==> src/rtl/wbuf_pkg.sv <==
// Shared types for the merging write buffer.
package wbuf_pkg;
    // Phases of the read-miss controller.
    typedef enum logic [1:0] {
        RD_IDLE  = 2'd0,
        RD_ISSUE = 2'd1,
        RD_WAIT  = 2'd2
    } rd_state_e;
endpackage

==> src/rtl/wbuf_store.sv <==
// Entry store: a ring of address-tagged lines with byte masks.
// Allocates at the tail, frees at the head, merges writes into matching
// entries and answers an address lookup for the read path.
// Assumes N_ENT is a power of two of at least 2 and LINE_W is a multiple of 8.
module wbuf_store #(
    parameter int N_ENT   = 4,
    parameter int BADDR_W = 28,
    parameter int LINE_W  = 128
) (
    input  logic               clk,
    input  logic               rst_n,
    input  logic               wr_valid,
    input  logic [BADDR_W-1:0] wr_addr,
    input  logic [LINE_W-1:0]  wr_data,
    input  logic [LINE_W/8-1:0] wr_be,
    output logic               wr_stall,
    input  logic               pop,
    output logic               head_valid,
    output logic [BADDR_W-1:0] head_addr,
    output logic [LINE_W-1:0]  head_data,
    output logic [LINE_W/8-1:0] head_be,
    input  logic [BADDR_W-1:0] lk_addr,
    output logic [LINE_W-1:0]  lk_data,
    output logic [LINE_W/8-1:0] lk_be
);
    localparam int BE_W  = LINE_W / 8;
    localparam int PTR_W = $clog2(N_ENT);
    localparam int CNT_W = $clog2(N_ENT + 1);

    logic [N_ENT-1:0]   ent_v_q;
    logic [BADDR_W-1:0] ent_a_q [N_ENT];
    logic [LINE_W-1:0]  ent_d_q [N_ENT];
    logic [BE_W-1:0]    ent_m_q [N_ENT];
    logic [PTR_W-1:0]   head_q, tail_q;
    logic [CNT_W-1:0]   cnt_q;

    logic [N_ENT-1:0]   wr_hit_vec;
    logic [N_ENT-1:0]   lk_vec;
    logic [LINE_W-1:0]  wr_bmask;
    logic               merge, full, alloc;

    // Per-entry address compare for writes (leaving head excluded) and reads.
    for (genvar gi = 0; gi < N_ENT; gi++) begin : g_match
        assign wr_hit_vec[gi] = ent_v_q[gi] && (ent_a_q[gi] == wr_addr)
                                && !(pop && (head_q == PTR_W'(gi)));
        assign lk_vec[gi]     = ent_v_q[gi] && (ent_a_q[gi] == lk_addr);
    end

    // Expand byte enables into a bit mask.
    for (genvar gb = 0; gb < BE_W; gb++) begin : g_bmask
        assign wr_bmask[8*gb +: 8] = {8{wr_be[gb]}};
    end

    assign merge      = |wr_hit_vec;
    assign full       = (cnt_q == CNT_W'(N_ENT));
    assign wr_stall   = wr_valid && !merge && full;
    assign alloc      = wr_valid && !merge && !full;
    assign head_valid = (cnt_q != '0);
    assign head_addr  = ent_a_q[head_q];
    assign head_data  = ent_d_q[head_q];
    assign head_be    = ent_m_q[head_q];

    // Gather the contents of the entry matching the read address.
    always_comb begin
        lk_data = '0;
        lk_be   = '0;
        for (int i = 0; i < N_ENT; i++) begin
            if (lk_vec[i]) begin
                lk_data = lk_data | ent_d_q[i];
                lk_be   = lk_be | ent_m_q[i];
            end
        end
    end

    // Entry state: free at head, merge in place, allocate at tail.
    always_ff @(posedge clk) begin
        if (!rst_n) begin
            ent_v_q <= '0;
            for (int i = 0; i < N_ENT; i++) begin
                ent_a_q[i] <= '0;
                ent_d_q[i] <= '0;
                ent_m_q[i] <= '0;
            end
            head_q <= '0;
            tail_q <= '0;
            cnt_q  <= '0;
        end else begin
            if (pop) begin
                ent_v_q[head_q] <= 1'b0;
                head_q          <= head_q + 1'b1;
            end
            for (int i = 0; i < N_ENT; i++) begin
                if (wr_valid && wr_hit_vec[i]) begin
                    ent_d_q[i] <= (ent_d_q[i] & ~wr_bmask) | (wr_data & wr_bmask);
                    ent_m_q[i] <= ent_m_q[i] | wr_be;
                end
            end
            if (alloc) begin
                ent_v_q[tail_q] <= 1'b1;
                ent_a_q[tail_q] <= wr_addr;
                ent_d_q[tail_q] <= wr_data & wr_bmask;
                ent_m_q[tail_q] <= wr_be;
                tail_q          <= tail_q + 1'b1;
            end
            cnt_q <= cnt_q + CNT_W'(alloc) - CNT_W'(pop);
        end
    end

    AST_UNIQUE_ADDR: assert property (@(posedge clk) disable iff (!rst_n)
        $onehot0(lk_vec));
    AST_NO_OVERFLOW: assert property (@(posedge clk) disable iff (!rst_n)
        cnt_q <= CNT_W'(N_ENT));
    AST_STALL_KEEPS_FULL: assert property (@(posedge clk) disable iff (!rst_n)
        wr_stall && !pop |=> cnt_q == CNT_W'(N_ENT));
    AST_MERGE_NO_SLOT: assert property (@(posedge clk) disable iff (!rst_n)
        wr_valid && merge && !pop |=> $stable(cnt_q));
    AST_POP_NONEMPTY: assert property (@(posedge clk) disable iff (!rst_n)
        pop |-> cnt_q != '0);
endmodule

==> src/rtl/wbuf_rd_ctrl.sv <==
// Read-miss controller: accepts one read, issues it to memory, waits for
// the response. Assumes the top gives an issuing read priority on the
// memory request port, so mem_req_ready in RD_ISSUE belongs to the read.
module wbuf_rd_ctrl
    import wbuf_pkg::*;
#(
    parameter int BADDR_W = 28
) (
    input  logic               clk,
    input  logic               rst_n,
    input  logic               rd_valid,
    input  logic [BADDR_W-1:0] rd_addr,
    input  logic               mem_req_ready,
    input  logic               mem_rd_valid,
    output logic               rd_ready,
    output logic               rd_issue,
    output logic               resp_fire,
    output logic [BADDR_W-1:0] rd_addr_q
);
    rd_state_e state_q;

    assign rd_ready  = (state_q == RD_IDLE);
    assign rd_issue  = (state_q == RD_ISSUE);
    assign resp_fire = (state_q == RD_WAIT) && mem_rd_valid;

    // Phase sequencing and capture of the read address.
    always_ff @(posedge clk) begin
        if (!rst_n) begin
            state_q   <= RD_IDLE;
            rd_addr_q <= '0;
        end else begin
            case (state_q)
                RD_IDLE: if (rd_valid) begin
                    state_q   <= RD_ISSUE;
                    rd_addr_q <= rd_addr;
                end
                RD_ISSUE: if (mem_req_ready) state_q <= RD_WAIT;
                RD_WAIT:  if (mem_rd_valid)  state_q <= RD_IDLE;
                default:  state_q <= RD_IDLE;
            endcase
        end
    end

    AST_RD_ISSUE_NEXT: assert property (@(posedge clk) disable iff (!rst_n)
        rd_valid && rd_ready |=> rd_issue && rd_addr_q == $past(rd_addr));
    AST_RESP_THEN_IDLE: assert property (@(posedge clk) disable iff (!rst_n)
        resp_fire |=> rd_ready);
endmodule

==> src/rtl/wbuf_fwd.sv <==
// Byte-wise forwarding: buffered bytes override the memory line.
// Assumes buf_be is zero when no entry matched.
module wbuf_fwd #(
    parameter int LINE_W = 128
) (
    input  logic                hit,
    input  logic [LINE_W-1:0]   buf_data,
    input  logic [LINE_W/8-1:0] buf_be,
    input  logic [LINE_W-1:0]   mem_data,
    output logic [LINE_W-1:0]   out_data
);
    localparam int BE_W = LINE_W / 8;

    // One selector per byte lane.
    for (genvar gb = 0; gb < BE_W; gb++) begin : g_lane
        assign out_data[8*gb +: 8] = (hit && buf_be[gb]) ? buf_data[8*gb +: 8]
                                                         : mem_data[8*gb +: 8];
    end
endmodule

==> src/rtl/merging_write_buffer.sv <==
// Merging write buffer with read bypass. Writes and victims are held in
// address-tagged entries and drained oldest first. Reads go to memory
// ahead of the drain and get buffered bytes forwarded into the response.
// Assumes memory answers reads in order, one read outstanding at a time.
module merging_write_buffer #(
    parameter int N_ENT   = 4,
    parameter int WORDS   = 4,
    parameter int WORD_W  = 32,
    parameter int BADDR_W = 28
) (
    input  logic                            clk,
    input  logic                            rst_n,
    input  logic                            wr_valid,
    input  logic [BADDR_W-1:0]              wr_addr,
    input  logic [WORDS*WORD_W-1:0]         wr_data,
    input  logic [WORDS*WORD_W/8-1:0]       wr_be,
    output logic                            wr_stall,
    input  logic                            rd_valid,
    input  logic [BADDR_W-1:0]              rd_addr,
    output logic                            rd_ready,
    output logic                            rd_resp_valid,
    output logic [WORDS*WORD_W-1:0]         rd_resp_data,
    output logic                            mem_req_valid,
    output logic                            mem_req_we,
    output logic [BADDR_W-1:0]              mem_req_addr,
    output logic [WORDS*WORD_W-1:0]         mem_req_data,
    output logic [WORDS*WORD_W/8-1:0]       mem_req_be,
    input  logic                            mem_req_ready,
    input  logic                            mem_rd_valid,
    input  logic [WORDS*WORD_W-1:0]         mem_rd_data
);
    localparam int LINE_W = WORDS * WORD_W;
    localparam int BE_W   = LINE_W / 8;

    logic               head_valid, drain_sel, pop;
    logic [BADDR_W-1:0] head_addr, rd_addr_q;
    logic [LINE_W-1:0]  head_data, lk_data;
    logic [BE_W-1:0]    head_be, lk_be;
    logic               rd_issue, resp_fire;

    // Drain only while the read side is idle and no read is asking.
    assign drain_sel = rd_ready && !rd_valid && head_valid;
    assign pop       = drain_sel && mem_req_ready;

    // Memory request mux: an issuing read wins over the drain.
    assign mem_req_valid = rd_issue || drain_sel;
    assign mem_req_we    = !rd_issue;
    assign mem_req_addr  = rd_issue ? rd_addr_q : head_addr;
    assign mem_req_data  = head_data;
    assign mem_req_be    = rd_issue ? '0 : head_be;
    assign rd_resp_valid = resp_fire;

    wbuf_store #(
        .N_ENT  (N_ENT),
        .BADDR_W(BADDR_W),
        .LINE_W (LINE_W)
    ) u_store (
        .clk       (clk),
        .rst_n     (rst_n),
        .wr_valid  (wr_valid),
        .wr_addr   (wr_addr),
        .wr_data   (wr_data),
        .wr_be     (wr_be),
        .wr_stall  (wr_stall),
        .pop       (pop),
        .head_valid(head_valid),
        .head_addr (head_addr),
        .head_data (head_data),
        .head_be   (head_be),
        .lk_addr   (rd_addr_q),
        .lk_data   (lk_data),
        .lk_be     (lk_be)
    );

    wbuf_rd_ctrl #(
        .BADDR_W(BADDR_W)
    ) u_rd_ctrl (
        .clk          (clk),
        .rst_n        (rst_n),
        .rd_valid     (rd_valid),
        .rd_addr      (rd_addr),
        .mem_req_ready(mem_req_ready),
        .mem_rd_valid (mem_rd_valid),
        .rd_ready     (rd_ready),
        .rd_issue     (rd_issue),
        .resp_fire    (resp_fire),
        .rd_addr_q    (rd_addr_q)
    );

    wbuf_fwd #(
        .LINE_W(LINE_W)
    ) u_fwd (
        .hit     (|lk_be),
        .buf_data(lk_data),
        .buf_be  (lk_be),
        .mem_data(mem_rd_data),
        .out_data(rd_resp_data)
    );

    AST_DRAIN_WHILE_IDLE: assert property (@(posedge clk) disable iff (!rst_n)
        mem_req_valid && mem_req_we |-> rd_ready && !rd_valid);
    AST_READ_FIRST: assert property (@(posedge clk) disable iff (!rst_n)
        rd_valid && rd_ready |=> mem_req_valid && !mem_req_we);
endmodule

==> config.mk <==
export PLATFORM = sky130hd
export DESIGN_NAME = merging_write_buffer
export DESIGN_NICKNAME = d
export VERILOG_FILES = /design/src/rtl/wbuf_pkg.sv /design/src/rtl/wbuf_store.sv /design/src/rtl/wbuf_rd_ctrl.sv /design/src/rtl/wbuf_fwd.sv /design/src/rtl/merging_write_buffer.sv
export SDC_FILE = /design/constraint.sdc
export NUM_CORES = 2
export LEC_CHECK = 0
export BUFFER_PORTS_ARGS = -buffer_cell sky130_fd_sc_hd__buf_2
export CAP_MARGIN = 20
export CORE_ASPECT_RATIO = 0.7
export CORE_MARGIN = 5
export CORE_UTILIZATION = 45
export CTS_CLUSTER_DIAMETER = 40
export DETAILED_ROUTE_END_ITERATION = 6
export PLACE_DENSITY = 0.71
export SETUP_SLACK_MARGIN = 0.05
export SYNTH_ARGS = -nofsm -noshare
export SYNTH_HDL_FRONTEND = slang
export SYNTH_SLANG_ARGS = --single-unit
==> constraint.sdc <==
create_clock -name clk -period 8.6 [get_ports clk]
set_clock_uncertainty 0.2 [all_clocks]
set_input_delay 0.43 -clock clk [delete_from_list [all_inputs] [get_ports clk]]
set_output_delay 0.43 -clock clk [all_outputs]
set_load 0.02 [all_outputs]
==> impl_results.md <==
- Int Power: 7860 uW
- FF-to-FF setup slack: 2.97 ns
- Routed wl met2: 75.1 mm
- CP max FO: 91
- Register Area: 0.0215 sq mm
- Max IR drop VDD: 0.169 mV
- FMAX: 166 MHz
- Row count: 95
- Comb power frac: 20.2%
- R2R Path End: u_store.ent_d_q[1][5]$_DFFE_PP_
- Clk_lat worst skew: 0.71 ns
- DR pass1 iterations: 6
- Crit path time final: 6.02 ns
- Port bufs: 638
- CTS clk-pin slew, worst paths: 0.06 ns
- Clock Path Buffers: 3
- Post-synthesis cell type count: 43
- Top routing layer used: met5
- Detailed-route vias per instance: 6.59
- Worst setup margin: 2.58 ns
- CP Capture Type: output pin
- Die Wd: 380 microns
- CP Launch Type: flip-flop
- Commonest non-fill, non-tap cell in the layout: edfxtp_1
- Share of post-route cells with drive strength above 1: 28.7%
- Post-DRT Antenna Nets: 0
- Max Slew Vio Count: 80
- Switch share: 31.7%
- CTS Sinks: 731
- Synth Instances: 3804
- Slew Limit Headroom: -13.2%
- Critical path class: reg2out
- Net Switching: 3650 uW
- Yosys Warn Count: 0
- Die area: 0.102 sq mm
- Core Box Area: 0.0957 sq mm
- Total CTS buffers: 105
- Fillers: 8059
- CTS Root Cell: clkbuf_16
- Most frequent cells in the layout: 688 x edfxtp_1, 638 x buf_2, 595 x nor2_1, 530 x nor4_1, 288 x a22oi_1
- Synthesis-to-layout area growth: 20.8%
- Post-CTS Resized: 0
- RSZ-0062 raised after global routing: false
- CTS H-tree lvls: 3
- I/O pin cnt: 639
- Hold Crit Class: in2reg
- Cell area power density: 220 mW/mm^2
- Starting Density: 45.2%
- Flops & latches, synth: 731
- Mapped Avg Cell Area: 11.4 sq um
- Reg2Reg Depth: 10
- Setup TNS: 0 ns
- RR Startpoint: u_store.cnt_q[1]$_SDFF_PN0_
- Hold Path Depth: 3
- Nets: 4746
- GR Util All Layers: 31.8%
- Vias: 37900
- # DRC: 0
- Vias in the first global route: 35700
- Overflow after GRT: 0
- CTS tree: yes
- Routed met3 length: 23.1 mm
- Post-Syn Nets: 4149
- Crit path DAT: 5.39 ns
- Worst Hold End: u_store.ent_d_q[2][68]$_DFFE_PP_
- Largest net degree at the start of global routing: 145
- Post-route clock period utilization: 70.1%
- Final hold violations: 0
- First-pass GRT wire length: 248 mm
- WL met1: 67.8 mm
- 1st-iter DRT viols: 6174
- Clock power share: 39.9%
- Seq/Total Area, Yosys: 49.8%
- Outcome: finished with violations
- Maxcap violations: 0
- Routed wire length: 170 mm
- Leakage: 0.0193 uW
- Seq pwr share: 39.9%
- Actual slew at the worst max-slew pin: 1.70 ns
- Multi-input gate area: 0.0203 sq mm
- Gp weighted congestion: 1.03
- Req. time, crit path: 7.97 ns
- Setup WS pre-CTS: 3.03 ns
- Initial antenna violation count: 9
- WL/cell: 29.6 microns
- Violated checks: slew limit
- Hold wc startpoint: wr_data[68]
- Endpoints failing setup: 0
- Final HPWL DP: 108 mm
- Mapped Area: 0.0432 sq mm
- Die Ht: 269 microns
==> cell usage after synthesis <==
library cell / n / area share, %
clkbuf_1: 174 / 1.5
nor4_1: 534 / 7.7
edfxtp_1: 688 / 48
fa_1: 1 / 0.046
nand3_1: 7 / 0.081
buf_2: 103 / 1.2
nor3_1: 75 / 0.87
and3_1: 56 / 0.81
a21oi_1: 29 / 0.34
and4_1: 1 / 0.020
a22oi_1: 288 / 5.0
ha_1: 10 / 0.29
buf_4: 28 / 0.49
a21oi_4: 4 / 0.15
nand2_1: 210 / 1.8
buf_1: 38 / 0.33
xnor2_1: 151 / 3.1
mux4_2: 172 / 9.0
nand4_1: 41 / 0.59
o41ai_1: 2 / 0.041
and2_1: 76 / 1.1
nor2_2: 1 / 0.014
a21boi_2: 4 / 0.10
nor4_4: 20 / 0.98
nor2b_1: 128 / 1.9
dfxtp_1: 43 / 2.0
mux2i_1: 2 / 0.046
xor2_1: 76 / 1.5
nor4b_1: 1 / 0.020
inv_1: 11 / 0.096
nor4_2: 48 / 1.4
o211ai_1: 4 / 0.069
buf_6: 4 / 0.10
mux2_1: 62 / 1.6
nand2b_1: 4 / 0.058
inv_2: 4 / 0.035
mux2_2: 94 / 2.4
nand3_2: 2 / 0.046
nor2_1: 595 / 5.2
o22ai_1: 1 / 0.014
nand2_2: 10 / 0.14
o21bai_1: 1 / 0.017
and4bb_1: 1 / 0.029
==> layer usage <==
metal  track usage (%)  vias up
li1                  -    15900
met1              46.2    18700
met2              46.8     2986
met3              9.58      321
met4              7.77       10
met5                 0        -
==> cell families after synthesis <==
logic type / synth area share (%)
AND/OR/NAND/NOR: 22.7
flip-flops: 49.8
buffers and inverters: 3.75
AO/OA/AOI/OAI: 5.73
multiplexers: 13.1
XOR/XNOR: 4.60
adder cells (fa/ha/maj): 0.336
==> power by group through the flow <==
stage               registers [uW]  logic, uW  clock network [uW]
global route                  4620       2430                4780
floorplan                     4540       1470                   0
global placement              4620       2220                   0
detailed placement            4630       2230                   0
finish                        4590       2320                4590
CTS                           4570       2290                4610
==> final cells by class <==
class	instances	area share, %
Inverter	15	0.108
Timing Repair Buffer	837	9.76
Clock inverter	88	2.02
Antenna cell	6	0.0287
Clock buffer	110	5.07
Sequential cell	731	41.2
Tap cell	1261	3.02
Multi-Input combinational cell	2711	38.8
==> timing repair <==
item                                   4_1_cts  5_1_grt
hold buffers                               116        0
setup buffers                                0        0
endpoints found under the hold margin      180        0
==> state kept, by name, summed over array words and instances, names as in the netlist, named ones only <==
name,flops
u_rd_ctrl.rd_addr_q,28
u_store.ent_d_q,512
u_store.ent_m_q,64
u_store.head_q,2
u_store.cnt_q,3
u_rd_ctrl.state_q,2
u_store.tail_q,2
u_store.ent_a_q,112
u_store.ent_v_q,4
==> worst max-delay path, cell delays in order, from the launching register on <==
cell	delay, ns
dfxtp_1	0.67
xor2_1	0.32
nor3_1	0.90
nand4_1	0.33
nor4_4	0.32
buf_12	0.48
a22oi_1	0.19
nand2_1	0.72
mux2_2	0.49
buf_2	0.19
==> worst max-delay path by stage <==
stage,cells past startpoint,start,end
detailed placement,10,rd_valid,u_store.ent_d_q[1][79]$_DFFE_PP_
finish,9,u_rd_ctrl.rd_addr_q[23]$_SDFFE_PN0P_,rd_resp_data[26]
global placement,10,rd_valid,u_store.ent_d_q[1][72]$_DFFE_PP_
global route,9,u_rd_ctrl.rd_addr_q[17]$_SDFFE_PN0P_,rd_resp_data[26]
CTS,9,u_rd_ctrl.rd_addr_q[25]$_SDFFE_PN0P_,rd_resp_data[26]
floorplan,6,wr_addr[18],u_store.ent_d_q[1][0]$_DFFE_PP_
==> through the flow <==
stage / cell area (sq um) / total power, uW / util, % / std cells / hold WS [ns]
after global routing: 52200 / 11800 / 54.6 / 5754 / 0.00773
after floorplan: 43500 / 6010 / - / 3804 / 0.298
after global placement: 47200 / 6840 / 49.3 / 5419 / 0.326
after CTS: 52100 / 11500 / 54.4 / 5741 / 0.000290
after detailed placement: 47200 / 6860 / 49.4 / 5427 / 0.354
final: 52200 / 11500 / 54.6 / 5759 / 0.0270
Power figures use the tool's default switching activity.
